**src/rtl/usb_devaddr_pkg.sv**
```systemverilog
`timescale 1ns/1ps
package usb_devaddr_pkg;
    localparam int DEF_ADDR_W  = 7;
    localparam int DEF_DATA_W  = 16;
    localparam int DEF_CODE_W  = 8;
    localparam logic [7:0] DEF_WR_CODE = 8'hB6;
    localparam logic [7:0] DEF_RD_CODE = 8'hB7;

    typedef enum logic [1:0] {
        CMD_NONE  = 2'd0,
        CMD_WRITE = 2'd1,
        CMD_READ  = 2'd2
    } cmd_kind_t;
endpackage

```
**src/rtl/usb_devaddr_cmd_dec.sv**
```systemverilog
`timescale 1ns/1ps
module usb_devaddr_cmd_dec
    import usb_devaddr_pkg::*;
#(
    parameter int                CODE_W  = DEF_CODE_W,
    parameter logic [CODE_W-1:0] WR_CODE = DEF_WR_CODE,
    parameter logic [CODE_W-1:0] RD_CODE = DEF_RD_CODE
) (
    input  logic              cmd_valid,
    input  logic [CODE_W-1:0] cmd_code,
    output cmd_kind_t         cmd_kind
);
    // Unknown codes decode to CMD_NONE and touch nothing.
    always_comb begin
        cmd_kind = CMD_NONE;
        if (cmd_valid) begin
            if (cmd_code == WR_CODE)      cmd_kind = CMD_WRITE;
            else if (cmd_code == RD_CODE) cmd_kind = CMD_READ;
        end
    end
endmodule

```
**src/rtl/usb_devaddr_prog_reg.sv**
```systemverilog
`timescale 1ns/1ps
module usb_devaddr_prog_reg
    import usb_devaddr_pkg::*;
#(
    parameter int ADDR_W = DEF_ADDR_W,
    parameter int DATA_W = DEF_DATA_W,
    localparam int REG_W = ADDR_W + 1
) (
    input  logic              clk,
    input  logic              rst_n,
    input  cmd_kind_t         cmd_kind,
    input  logic [DATA_W-1:0] cmd_wdata,
    input  logic              bus_reset,
    input  logic              status_ack,
    output logic [REG_W-1:0]  prog_val,
    output logic              pending,
    output logic [DATA_W-1:0] cmd_rdata,
    output logic              cmd_rvalid
);
    typedef struct packed {
        logic [REG_W-1:0]  val;
        logic              pend;
        logic [DATA_W-1:0] rdata;
        logic              rvalid;
    } prog_state_t;

    prog_state_t st_d, st_q;

    always_comb begin
        st_d        = st_q;
        st_d.rvalid = 1'b0;
        // Read returns the value held before this cycle's write.
        if (cmd_kind == CMD_READ) begin
            st_d.rvalid = 1'b1;
            st_d.rdata  = DATA_W'(st_q.val);
        end
        if (cmd_kind == CMD_WRITE) begin
            st_d.val = cmd_wdata[REG_W-1:0];
        end
        // Pending: bus reset discards, a write sets, an ACK consumes.
        if (bus_reset) begin
            st_d.pend = 1'b0;
        end else if (cmd_kind == CMD_WRITE) begin
            st_d.pend = 1'b1;
        end else if (status_ack) begin
            st_d.pend = 1'b0;
        end
    end

    always_ff @(posedge clk or negedge rst_n) begin
        if (!rst_n) st_q <= '0;
        else        st_q <= st_d;
    end

    assign prog_val   = st_q.val;
    assign pending    = st_q.pend;
    assign cmd_rdata  = st_q.rdata;
    assign cmd_rvalid = st_q.rvalid;
endmodule

```
**src/rtl/usb_devaddr_live.sv**
```systemverilog
`timescale 1ns/1ps
module usb_devaddr_live
    import usb_devaddr_pkg::*;
#(
    parameter int ADDR_W = DEF_ADDR_W,
    localparam int REG_W = ADDR_W + 1
) (
    input  logic              clk,
    input  logic              rst_n,
    input  logic [REG_W-1:0]  prog_val,
    input  logic              pending,
    input  logic              status_ack,
    input  logic              bus_reset,
    output logic [ADDR_W-1:0] live_addr,
    output logic              live_en,
    output logic              no_match
);
    typedef struct packed {
        logic [ADDR_W-1:0] addr;
        logic              en;
    } live_state_t;

    live_state_t st_d, st_q;
    logic        commit;

    // An ACK counts only with something pending; bus reset wins.
    assign commit = status_ack & pending & ~bus_reset;

    always_comb begin
        st_d = st_q;
        if (bus_reset) begin
            st_d.addr = '0;
            st_d.en   = 1'b1;
        end else if (commit) begin
            st_d.addr = prog_val[ADDR_W-1:0];
            st_d.en   = prog_val[REG_W-1];
        end
    end

    always_ff @(posedge clk or negedge rst_n) begin
        if (!rst_n) st_q <= '0;
        else        st_q <= st_d;
    end

    assign live_addr = st_q.addr;
    assign live_en   = st_q.en;
    assign no_match  = ~st_q.en;
endmodule

```
**src/rtl/usb_devaddr_ctrl.sv**
```systemverilog
`timescale 1ns/1ps
module usb_devaddr_ctrl
    import usb_devaddr_pkg::*;
#(
    parameter int                ADDR_W  = DEF_ADDR_W,
    parameter int                DATA_W  = DEF_DATA_W,
    parameter int                CODE_W  = DEF_CODE_W,
    parameter logic [CODE_W-1:0] WR_CODE = DEF_WR_CODE,
    parameter logic [CODE_W-1:0] RD_CODE = DEF_RD_CODE
) (
    input  logic              clk,
    input  logic              rst_n,
    input  logic              cmd_valid,
    input  logic [CODE_W-1:0] cmd_code,
    input  logic [DATA_W-1:0] cmd_wdata,
    output logic [DATA_W-1:0] cmd_rdata,
    output logic              cmd_rvalid,
    input  logic              bus_reset,
    input  logic              status_ack,
    output logic [ADDR_W-1:0] live_addr,
    output logic              live_en,
    output logic              no_match
);
    localparam int REG_W = ADDR_W + 1;

    cmd_kind_t        cmd_kind;
    logic [REG_W-1:0] prog_val;
    logic             pending;

    usb_devaddr_cmd_dec #(
        .CODE_W (CODE_W),
        .WR_CODE(WR_CODE),
        .RD_CODE(RD_CODE)
    ) u_dec (
        .cmd_valid(cmd_valid),
        .cmd_code (cmd_code),
        .cmd_kind (cmd_kind)
    );

    usb_devaddr_prog_reg #(
        .ADDR_W(ADDR_W),
        .DATA_W(DATA_W)
    ) u_reg (
        .clk       (clk),
        .rst_n     (rst_n),
        .cmd_kind  (cmd_kind),
        .cmd_wdata (cmd_wdata),
        .bus_reset (bus_reset),
        .status_ack(status_ack),
        .prog_val  (prog_val),
        .pending   (pending),
        .cmd_rdata (cmd_rdata),
        .cmd_rvalid(cmd_rvalid)
    );

    usb_devaddr_live #(
        .ADDR_W(ADDR_W)
    ) u_live (
        .clk       (clk),
        .rst_n     (rst_n),
        .prog_val  (prog_val),
        .pending   (pending),
        .status_ack(status_ack),
        .bus_reset (bus_reset),
        .live_addr (live_addr),
        .live_en   (live_en),
        .no_match  (no_match)
    );
endmodule

```
**config.mk**
```make
export PLATFORM = sky130hd
export DESIGN_NAME = usb_devaddr_ctrl
export DESIGN_NICKNAME = d
export VERILOG_FILES = /design/src/rtl/usb_devaddr_pkg.sv /design/src/rtl/usb_devaddr_cmd_dec.sv /design/src/rtl/usb_devaddr_prog_reg.sv /design/src/rtl/usb_devaddr_live.sv /design/src/rtl/usb_devaddr_ctrl.sv
export SDC_FILE = /design/constraint.sdc
export NUM_CORES = 1
export LEC_CHECK = 0
export CAP_MARGIN = 0
export CORE_MARGIN = 2
export CORE_UTILIZATION = 42
export DETAILED_ROUTE_END_ITERATION = 8
export PLACE_DENSITY = 0.83
export SYNTH_ARGS = -nofsm -noshare
export SYNTH_HDL_FRONTEND = slang
export SYNTH_SLANG_ARGS = --single-unit
```
**constraint.sdc**
```tcl
create_clock -name clk -period 2.7 [get_ports clk]
set_input_delay 0.405 -clock clk [delete_from_list [all_inputs] [get_ports clk]]
set_output_delay 0.405 -clock clk [all_outputs]
set_load 0.1 [all_outputs]
```
# ---- After elaboration in Yosys (flattened, before gate mapping)
# Cells that the tools add are included.
dict set report word_totals {
  regBits 26
  output_inout_bits 26
  word_cells 25
}
dict set report op_classes {
  n_eq_ne 4
  n_mux 9
  bitwise_logic 4
  reduce_logical 2
}
# op count
set ops {}
lappend ops {{8-bit equality test (second input constant)} 2}
lappend ops {{8-bit 2-to-1 mux} 2}
lappend ops {{2-bit 2-to-1 mux} 3}
lappend ops {{1-bit 2-to-1 mux} 4}
lappend ops {{3-bit nonzero test} 1}
lappend ops {{1-bit bitwise AND} 2}
lappend ops {{2-bit by 1-bit equality test with 1-bit output (second input constant)} 1}
lappend ops {{2-bit equality test (second input constant)} 1}
lappend ops {{1-bit NOT} 2}
lappend ops {{2-bit nonzero test} 1}

# ---- Logic depth before layout (Yosys ltp)
# Gate-level depths: netlist (run 1).
dict set report logic_depth {
  depth_word 7
  ltp_mapped 4
  ltp_nobuf 3
}

# ---- Modules after synthesis
# From an unflattened synthesis (run 1), not the netlist that was laid out.
dict set report unflattened {
  hier_cells 90
  area_unflattened_um2 1224.9
}
# mod instances cells_per_inst area_each_um2 seq_area_each_um2
set by_module_without_submodules {}
lappend by_module_without_submodules {usb_devaddr_prog_reg 1 50 809.5 450.4}
lappend by_module_without_submodules {usb_devaddr_live 1 35 384.1 200.2}
lappend by_module_without_submodules {usb_devaddr_cmd_dec 1 5 31.3 0.0}

# ---- Worst setup path before layout (run 1)
# Ideal clock, no wire load.
dict set report synth_path {
  path_type {flip-flop to output port}
  startpoint {reg u_live.st_q (netlist bit u_live.live_en)}
  endpoint {out no_match}
  t_arrival_ps 1583
  slack_ps 712
  path_stages_with_launch 2
  n_path_buf 0
  cell_sequence {dfrtp_1 -> inv_1}
}
dict set report synth_between {
  elab_chain_len 1
}
# element line
set synth_lines {}
lappend synth_lines {{start, declared} usb_devaddr_live.sv:23} ;# live_state_t st_d, st_q;
lappend synth_lines {{start signal, assigned} usb_devaddr_live.sv:42} ;# else st_q <= st_d;
lappend synth_lines {{1-bit NOT} usb_devaddr_live.sv:47} ;# assign no_match = ~st_q.en;
lappend synth_lines {{end, declared} usb_devaddr_ctrl.sv:22} ;# output logic no_match
# Every way passes these cells.

# ---- Final worst setup path (run 1)
dict set report layout_path {
  startpoint {in cmd_code[1]}
  endpoint {reg u_reg.st_q (netlist bit u_reg.prog_val[1])}
}
dict set report layout_between {
  elab_chain_len 5
  elab_cells_between_ends 6
  classes_between {eq/ne: 3; mux: 3}
}
# element line
set layout_lines {}
lappend layout_lines {{start, declared} usb_devaddr_ctrl.sv:14} ;# input logic [CODE_W-1:0] cmd_code,
lappend layout_lines {{8-bit equality test} usb_devaddr_cmd_dec.sv:18} ;# else if (cmd_code == RD_CODE) cmd_kind = CMD_READ;
lappend layout_lines {{2-bit 2-to-1 mux} usb_devaddr_cmd_dec.sv:18}
lappend layout_lines {{2-bit 2-to-1 mux (*)} usb_devaddr_cmd_dec.sv:17} ;# if (cmd_code == WR_CODE) cmd_kind = CMD_WRITE;
lappend layout_lines {{2-bit 2-to-1 mux (*)} usb_devaddr_cmd_dec.sv:16} ;# if (cmd_valid) begin
lappend layout_lines {{2-bit by 1-bit equality test with 1-bit output (*)} usb_devaddr_prog_reg.sv:37} ;# if (cmd_kind == CMD_WRITE) begin
lappend layout_lines {{end signal, assigned} usb_devaddr_prog_reg.sv:52} ;# else st_q <= st_d;
lappend layout_lines {{end, declared} usb_devaddr_prog_reg.sv:27} ;# prog_state_t st_d, st_q;
# Every way passes the cells marked *; elsewhere a longest branch is shown, timed or not.
# A chain may end at the register's enable or synchronous reset.

==> flow_metrics.tcl, run 1 <==
set metrics [dict create \
    run_status "finished, final reports clean" \
    cp_top_family "simple AND/OR/NAND/NOR gates" \
    worstSkewPairLatency_ps 330 \
    worst-slew-pin-transition_ps 557 \
    total_die_area_sq_um 3110 \
    die_w_microns 55.8 \
    drt_pre_antenna_iters 3 \
    cts_sinks 26 \
    timing.hold.worst.class "input port to asynchronous set/reset pin" \
    static-leakage-power_nw 0.748 \
    tritoncts "built" \
    final.min_clock_period_ps 1730 \
    share_of_post_route_cells_with_drive_strength_above_1_pct 32.8 \
    route.vias.total 749 \
    first_iter_violations 4 \
    antenna_violating_nets_post_route 0 \
    viasPerCell 4.83 \
    root_driver "sky130_fd_sc_hd__clkbuf_4" \
    yosys.area.top_type_share_pct 57.7 \
    grt_setup_unrepaired "no" \
    critical_path.cell_chain "clkdlybuf4s50_1 > and4b_1 > and3b_1 > mux2_4" \
    fp.coreArea_sq_um 2500 \
    grt_first_pass_wirelength_microns 3390 \
    power.ir.vdd_worst_mv 0.304 \
    final_util_pct 59.4 \
    register_area_sq_um 651 \
    synth.cell_area_sq_um 1130 \
    worst_setup_path_start_kind "input port" \
    cts.path.max_buffers 2 \
    h-tree-depth 1 \
    postCtsSetupRepairBufs 0 \
    routedWlPerCell_microns 13.0 \
    rr_worst_depth 2 \
    synthDistinctLibCells 19 \
    final.period_utilization_pct 64.1 \
    ys_top_cells_by_area "sky130_fd_sc_hd__dfrtp_1 58%, sky130_fd_sc_hd__mux2_4 11%, sky130_fd_sc_hd__mux2_2 8.0%, sky130_fd_sc_hd__buf_4 5.3%, sky130_fd_sc_hd__a21oi_1 3.1%" \
    worstSetupEndpointType "flop" \
    slew_viol_final 0 \
    p_per_area_nw_per_um2 474 \
    regToRegSetupSlack_ps 1510 \
    floorplan.initialDensity_pct 45.1 \
    ant_diodes 0 \
    library_cell_occupying_the_most_area_in_the_post_synthesis_netlist "sky130_fd_sc_hd__dfrtp_1" \
    r2r-end "u_live.live_en" \
    worstPathRequired_ps 2930 \
    ioPinCount 55 \
    mostFrequentLayoutCell "sky130_fd_sc_hd__dfrtp_1" \
    critical-path-max-stage-delay_ps 530 \
    synth_to_final_area_change_pct 31.7 \
    die_h_microns 55.8 \
    postRouteWirelength_microns 2020 \
    finish.net_count 155 \
    grt-ovfl-total 0 \
    postSynthCellCount 87 \
    grt_start_max_net_pins 27 \
    row_count 18 \
    arrival_ps 1960 \
    finalHoldViolations 0 \
    final_number_of_setup_violating_endpoints 0 \
    grt_usage_pct 13.9 \
    postCtsHoldBufs 0 \
    max-cap-violations 0 \
    routabilityCongestion 0.697 \
    place.port_buffers 38 \
    filler_cell_count 205 \
    grt_antenna_before_repair 0 \
    critPathBufInv 1 \
    synthesis.yosys.warnings 0 \
    worstSetupPathType "input port to flop" \
    postSynthAreaPerCell_sq_um 13.0 \
    layout.cells.most_common_list "26 x sky130_fd_sc_hd__dfrtp_1, 20 x sky130_fd_sc_hd__clkdlybuf4s50_1, 19 x sky130_fd_sc_hd__buf_4" \
    clock_skew_ps 7.55 \
    synth.ff_latch_count 26 \
    multi_input_comb_area_sq_um 410 \
    timing.max_slew.rel_slack_pct 62.8 \
    first_global_vias 749 \
    cts.repair.resized 0 \
    cts-buffers-inserted 3 \
    crit-reg2reg-launch "u_reg.pending" \
    synth_seq_area_share_pct 57.7 \
    setup_total_negative_slack_ps 0 \
    crit_fanout 9 \
    fmax_ghz 0.578 \
    drt_drc_violations_left 0 \
    clk_pin_slew_ps 140 \
    worst_path_max_delay_cell "sky130_fd_sc_hd__and3b_1" \
]
-- state kept, by name, summed over array words and instances (netlist names) --
signal            flops
u_reg.cmd_rdata       8
u_reg.prog_val        8
u_live.live_addr      7
u_live.live_en        1
u_reg.cmd_rvalid      1
u_reg.pending         1
-- through the flow --
step,cell area [sq um],power [mW],hold slack (ps),instances,worst slack (ps)
4_1_cts,1490,0.708,410,155,964
3_5_place_dp,1450,0.514,500,151,604
5_1_grt,1490,0.726,441,155,906
6_report,1490,0.703,414,155,969
2_1_floorplan,1150,0.483,109,94,712
3_3_place_gp,1450,0.512,491,151,625
-- worst max-delay path by stage --
stage / cells after the start / slack, ps / from / to
2_1_floorplan: 1 / 710 / u_live.live_en / no_match
3_3_place_gp: 4 / 620 / cmd_code[1] / u_reg.prog_val[3]
3_5_place_dp: 4 / 600 / cmd_code[1] / u_reg.prog_val[6]
4_1_cts: 4 / 960 / cmd_code[1] / u_reg.prog_val[7]
5_1_grt: 4 / 910 / cmd_code[1] / u_reg.prog_val[1]
6_report: 4 / 970 / cmd_code[1] / u_reg.prog_val[1]
-- routing by layer --
| layer | track usage [%] | wire length [microns] | vias up |
|---|---|---|---|
| met5 | 0 | 0 | - |
| met4 | 8.16 | 41 | 0 |
| met3 | 4.42 | 186 | 3 |
| met2 | 21.9 | 950 | 38 |
| met1 | 16.6 | 838 | 351 |
| li1 | - | - | 357 |
-- report_power, final --
part,switching (mW),leakage (nW),internal (mW),total (mW)
Clock,0.115,0.0210,0.0827,0.197
Sequential,0.00541,0.357,0.396,0.401
Combinational,0.0689,0.371,0.0360,0.105
Total,0.189,0.748,0.514,0.703
-- cell usage after synthesis, drive strengths merged --
master  number
a211o        1
a21oi        7
and3         1
and3b        1
and4b        2
buf         12
conb         1
dfrtp       26
inv          2
mux2        16
nand2        8
nand3        8
nor2b        1
o21ba        1
-- final cells by class --
cell class,instances,area share [%]
Clock buffer,4,2.44
Timing Repair Buffer,39,23.1
Multi-Input combinational cell,54,27.6
Sequential cell,26,43.8
Inverter,2,0.505
Tap cell,30,2.53
-- logic make-up (layout without fill, tap and decap cells) --
group	Yosys count	in the layout	share of synthesized area, %
flip-flops	26	26	57.7
AND/OR/NAND/NOR	21	21	10.3
multiplexers	16	16	18.6
buffers and inverters	14	45	8.21
AO/OA/AOI/OAI	9	9	4.77
other	1	8	0.333
-- worst register-to-register path, cell delays in order, from the launching register on --
cell and delay [ps]:
sky130_fd_sc_hd__dfrtp_1 520, sky130_fd_sc_hd__nand2_1 240, sky130_fd_sc_hd__a211o_1 330
Note: power is estimated with default switching activity, not from simulation.
==> run 2: changes to the inputs <==
Settings changed: CORE_UTILIZATION 42 to 39, PLACE_DENSITY 0.83 to 0.78.
Clock period 2.7 ns to 1.7 ns, I/O delays scaled along.
==> run 2 against run 1 <==
  * Die area grew 7.1%
  * Highest routed layer unchanged
  * Largest power group unchanged
  * Utilization rose by 4.7 points
  * Clock power is 58% higher
  * Via count up 1.7%
  * Critical endpoint is now u_reg.prog_val[5]
  * Final area up 19%
  * Combinational power up 65%
  * Register-to-register slack worse by 990 ps
  * Cell count increased by 3.9%
  * Wire length up 2.5%
==> flow_metrics.tcl, run 2 (synthesis results as in run 1) <==
set metrics [dict create \
    run_status "finished, final reports clean" \
    grt-ovfl-total 0 \
    grt_usage_pct 14.2 \
    crit_fanout 2 \
    routabilityCongestion 0.667 \
    antenna_violating_nets_post_route 0 \
    fmax_ghz 0.725 \
    grt_first_pass_wirelength_microns 3570 \
    path_depth 5 \
    multi_input_comb_area_sq_um 410 \
    worstSetupPathType "input port to flop" \
    filler_cell_count 206 \
    drt_drc_violations_left 0 \
    static-leakage-power_nw 0.819 \
    pre_cts_slack_ps -49.5 \
    final_number_of_setup_violating_endpoints 0 \
    worstSetupEndpointType "flop" \
    postCtsHoldBufs 0 \
    final.min_clock_period_ps 1380 \
    critical-path-max-stage-delay_ps 460 \
    route.vias.total 762 \
    finalHoldViolations 0 \
    die_h_microns 57.8 \
    postRouteWirelength_microns 2070 \
    share_of_post_route_cells_with_drive_strength_above_1_pct 36.9 \
    r2r-end "u_live.live_en" \
    ioPinCount 55 \
    fp.coreArea_sq_um 2760 \
    ant_diodes 0 \
    clock_skew_ps 1.04 \
    final_cell_area_sq_um 1770 \
    cts.path.max_buffers 2 \
    setup_total_negative_slack_ps 0 \
    floorplan.initialDensity_pct 40.9 \
    cts_sinks 26 \
    grt_antenna_before_repair 0 \
    cts.repair.resized 0 \
    finalWorstSetupSlack_ps 321 \
    worst_path_max_delay_cell "sky130_fd_sc_hd__clkdlybuf4s50_1" \
    row_count 19 \
    grt_setup_unrepaired "no" \
    critPathBufInv 2 \
    place.port_buffers 38 \
    tritoncts "built" \
    viasPerCell 4.73 \
    first_iter_violations 18 \
    die_w_microns 57.8 \
    synth_to_final_area_change_pct 56.7 \
    drt_pre_antenna_iters 3 \
    register_area_sq_um 652 \
    cp_top_family "buffers and inverters" \
    first_global_vias 783 \
    p_per_area_nw_per_um2 634 \
    root_driver "sky130_fd_sc_hd__clkbuf_4" \
    timing.hold.worst.class "input port to asynchronous set/reset pin" \
    final.period_utilization_pct 81.1 \
    critical_path.cell_chain "clkdlybuf4s50_1 > and4b_1 > and3b_1 > buf_4 > mux2_4" \
    worst_setup_path_start_kind "input port" \
    placed_cell_area_sq_um 1730 \
    worstPathRequired_ps 1930 \
    finish.net_count 160 \
    arrival_ps 1610 \
    routedWlPerCell_microns 12.8 \
    clk_pin_slew_ps 130 \
    max-cap-violations 0 \
    h-tree-depth 1 \
    postCtsSetupRepairBufs 0 \
    slew_viol_final 0 \
    total_die_area_sq_um 3340 \
    power.ir.vdd_worst_mv 0.554 \
    layout.cells.most_common_list "25 x sky130_fd_sc_hd__dfrtp_1, 20 x sky130_fd_sc_hd__clkdlybuf4s50_1, 19 x sky130_fd_sc_hd__buf_12" \
    rr_worst_depth 2 \
    worstSkewPairLatency_ps 320 \
    cts-buffers-inserted 3 \
    detailed_place_hpwl_microns 1690 \
    grt_start_max_net_pins 27 \
    crit-reg2reg-launch "u_reg.pending" \
    mostFrequentLayoutCell "sky130_fd_sc_hd__dfrtp_1" \
    regToRegSetupSlack_ps 520 \
]
==> run 2: per-layer routing <==
| layer | share of wire, % | global-route usage (%) |
|---|---|---|
| met5 | 0 | 0 |
| met4 | 1.5 | 5.98 |
| met3 | 7.3 | 3.57 |
| met2 | 50 | 23.4 |
| met1 | 41 | 17.7 |
==> run 2: area by class of cell <==
class                   instances  area share [%]
repair buffers                 44            35.0
clock buffers                   4            2.05
flip-flops and latches         26            36.9
multi-input cells              54            23.2
well taps                      31            2.20
inverters                       2           0.637
==> run 2: how the worst max path moves through the flow <==
stage                               from            endpoint  slack [ps]
after floorplan           u_live.live_en            no_match         160
after global placement       cmd_code[1]   u_reg.prog_val[1]          -8
after detailed placement     cmd_code[1]  u_reg.cmd_rdata[1]         -50
after CTS                    cmd_code[1]  u_reg.cmd_rdata[5]         320
after global routing         cmd_code[1]  u_reg.cmd_rdata[5]         260
final                        cmd_code[1]   u_reg.prog_val[5]         320
==> run 2: metrics by stage <==
stage | std cells | util (%) | power (mW) | hold slack [ps]
after global routing | 161 | 64.1 | 1.16 | 324
after floorplan | 94 | - | 0.766 | -40.6
after global placement | 157 | 62.7 | 0.820 | 526
after CTS | 161 | 64.1 | 1.13 | 287
final | 161 | 64.1 | 1.12 | 287
after detailed placement | 157 | 62.7 | 0.823 | 530
==> run 2: worst reg2reg max path, cell delays in order (launching register included) <==
cell                      delay, ps
sky130_fd_sc_hd__dfrtp_1        510
sky130_fd_sc_hd__nand2_1        240
sky130_fd_sc_hd__a211o_1        340
==> run 2: power breakdown <==
part	total, mW	leakage [nW]	switching (mW)	internal, mW
Combinational	0.173	0.441	0.110	0.0626
Clock	0.311	0.0210	0.179	0.131
Sequential	0.637	0.356	0.00868	0.628
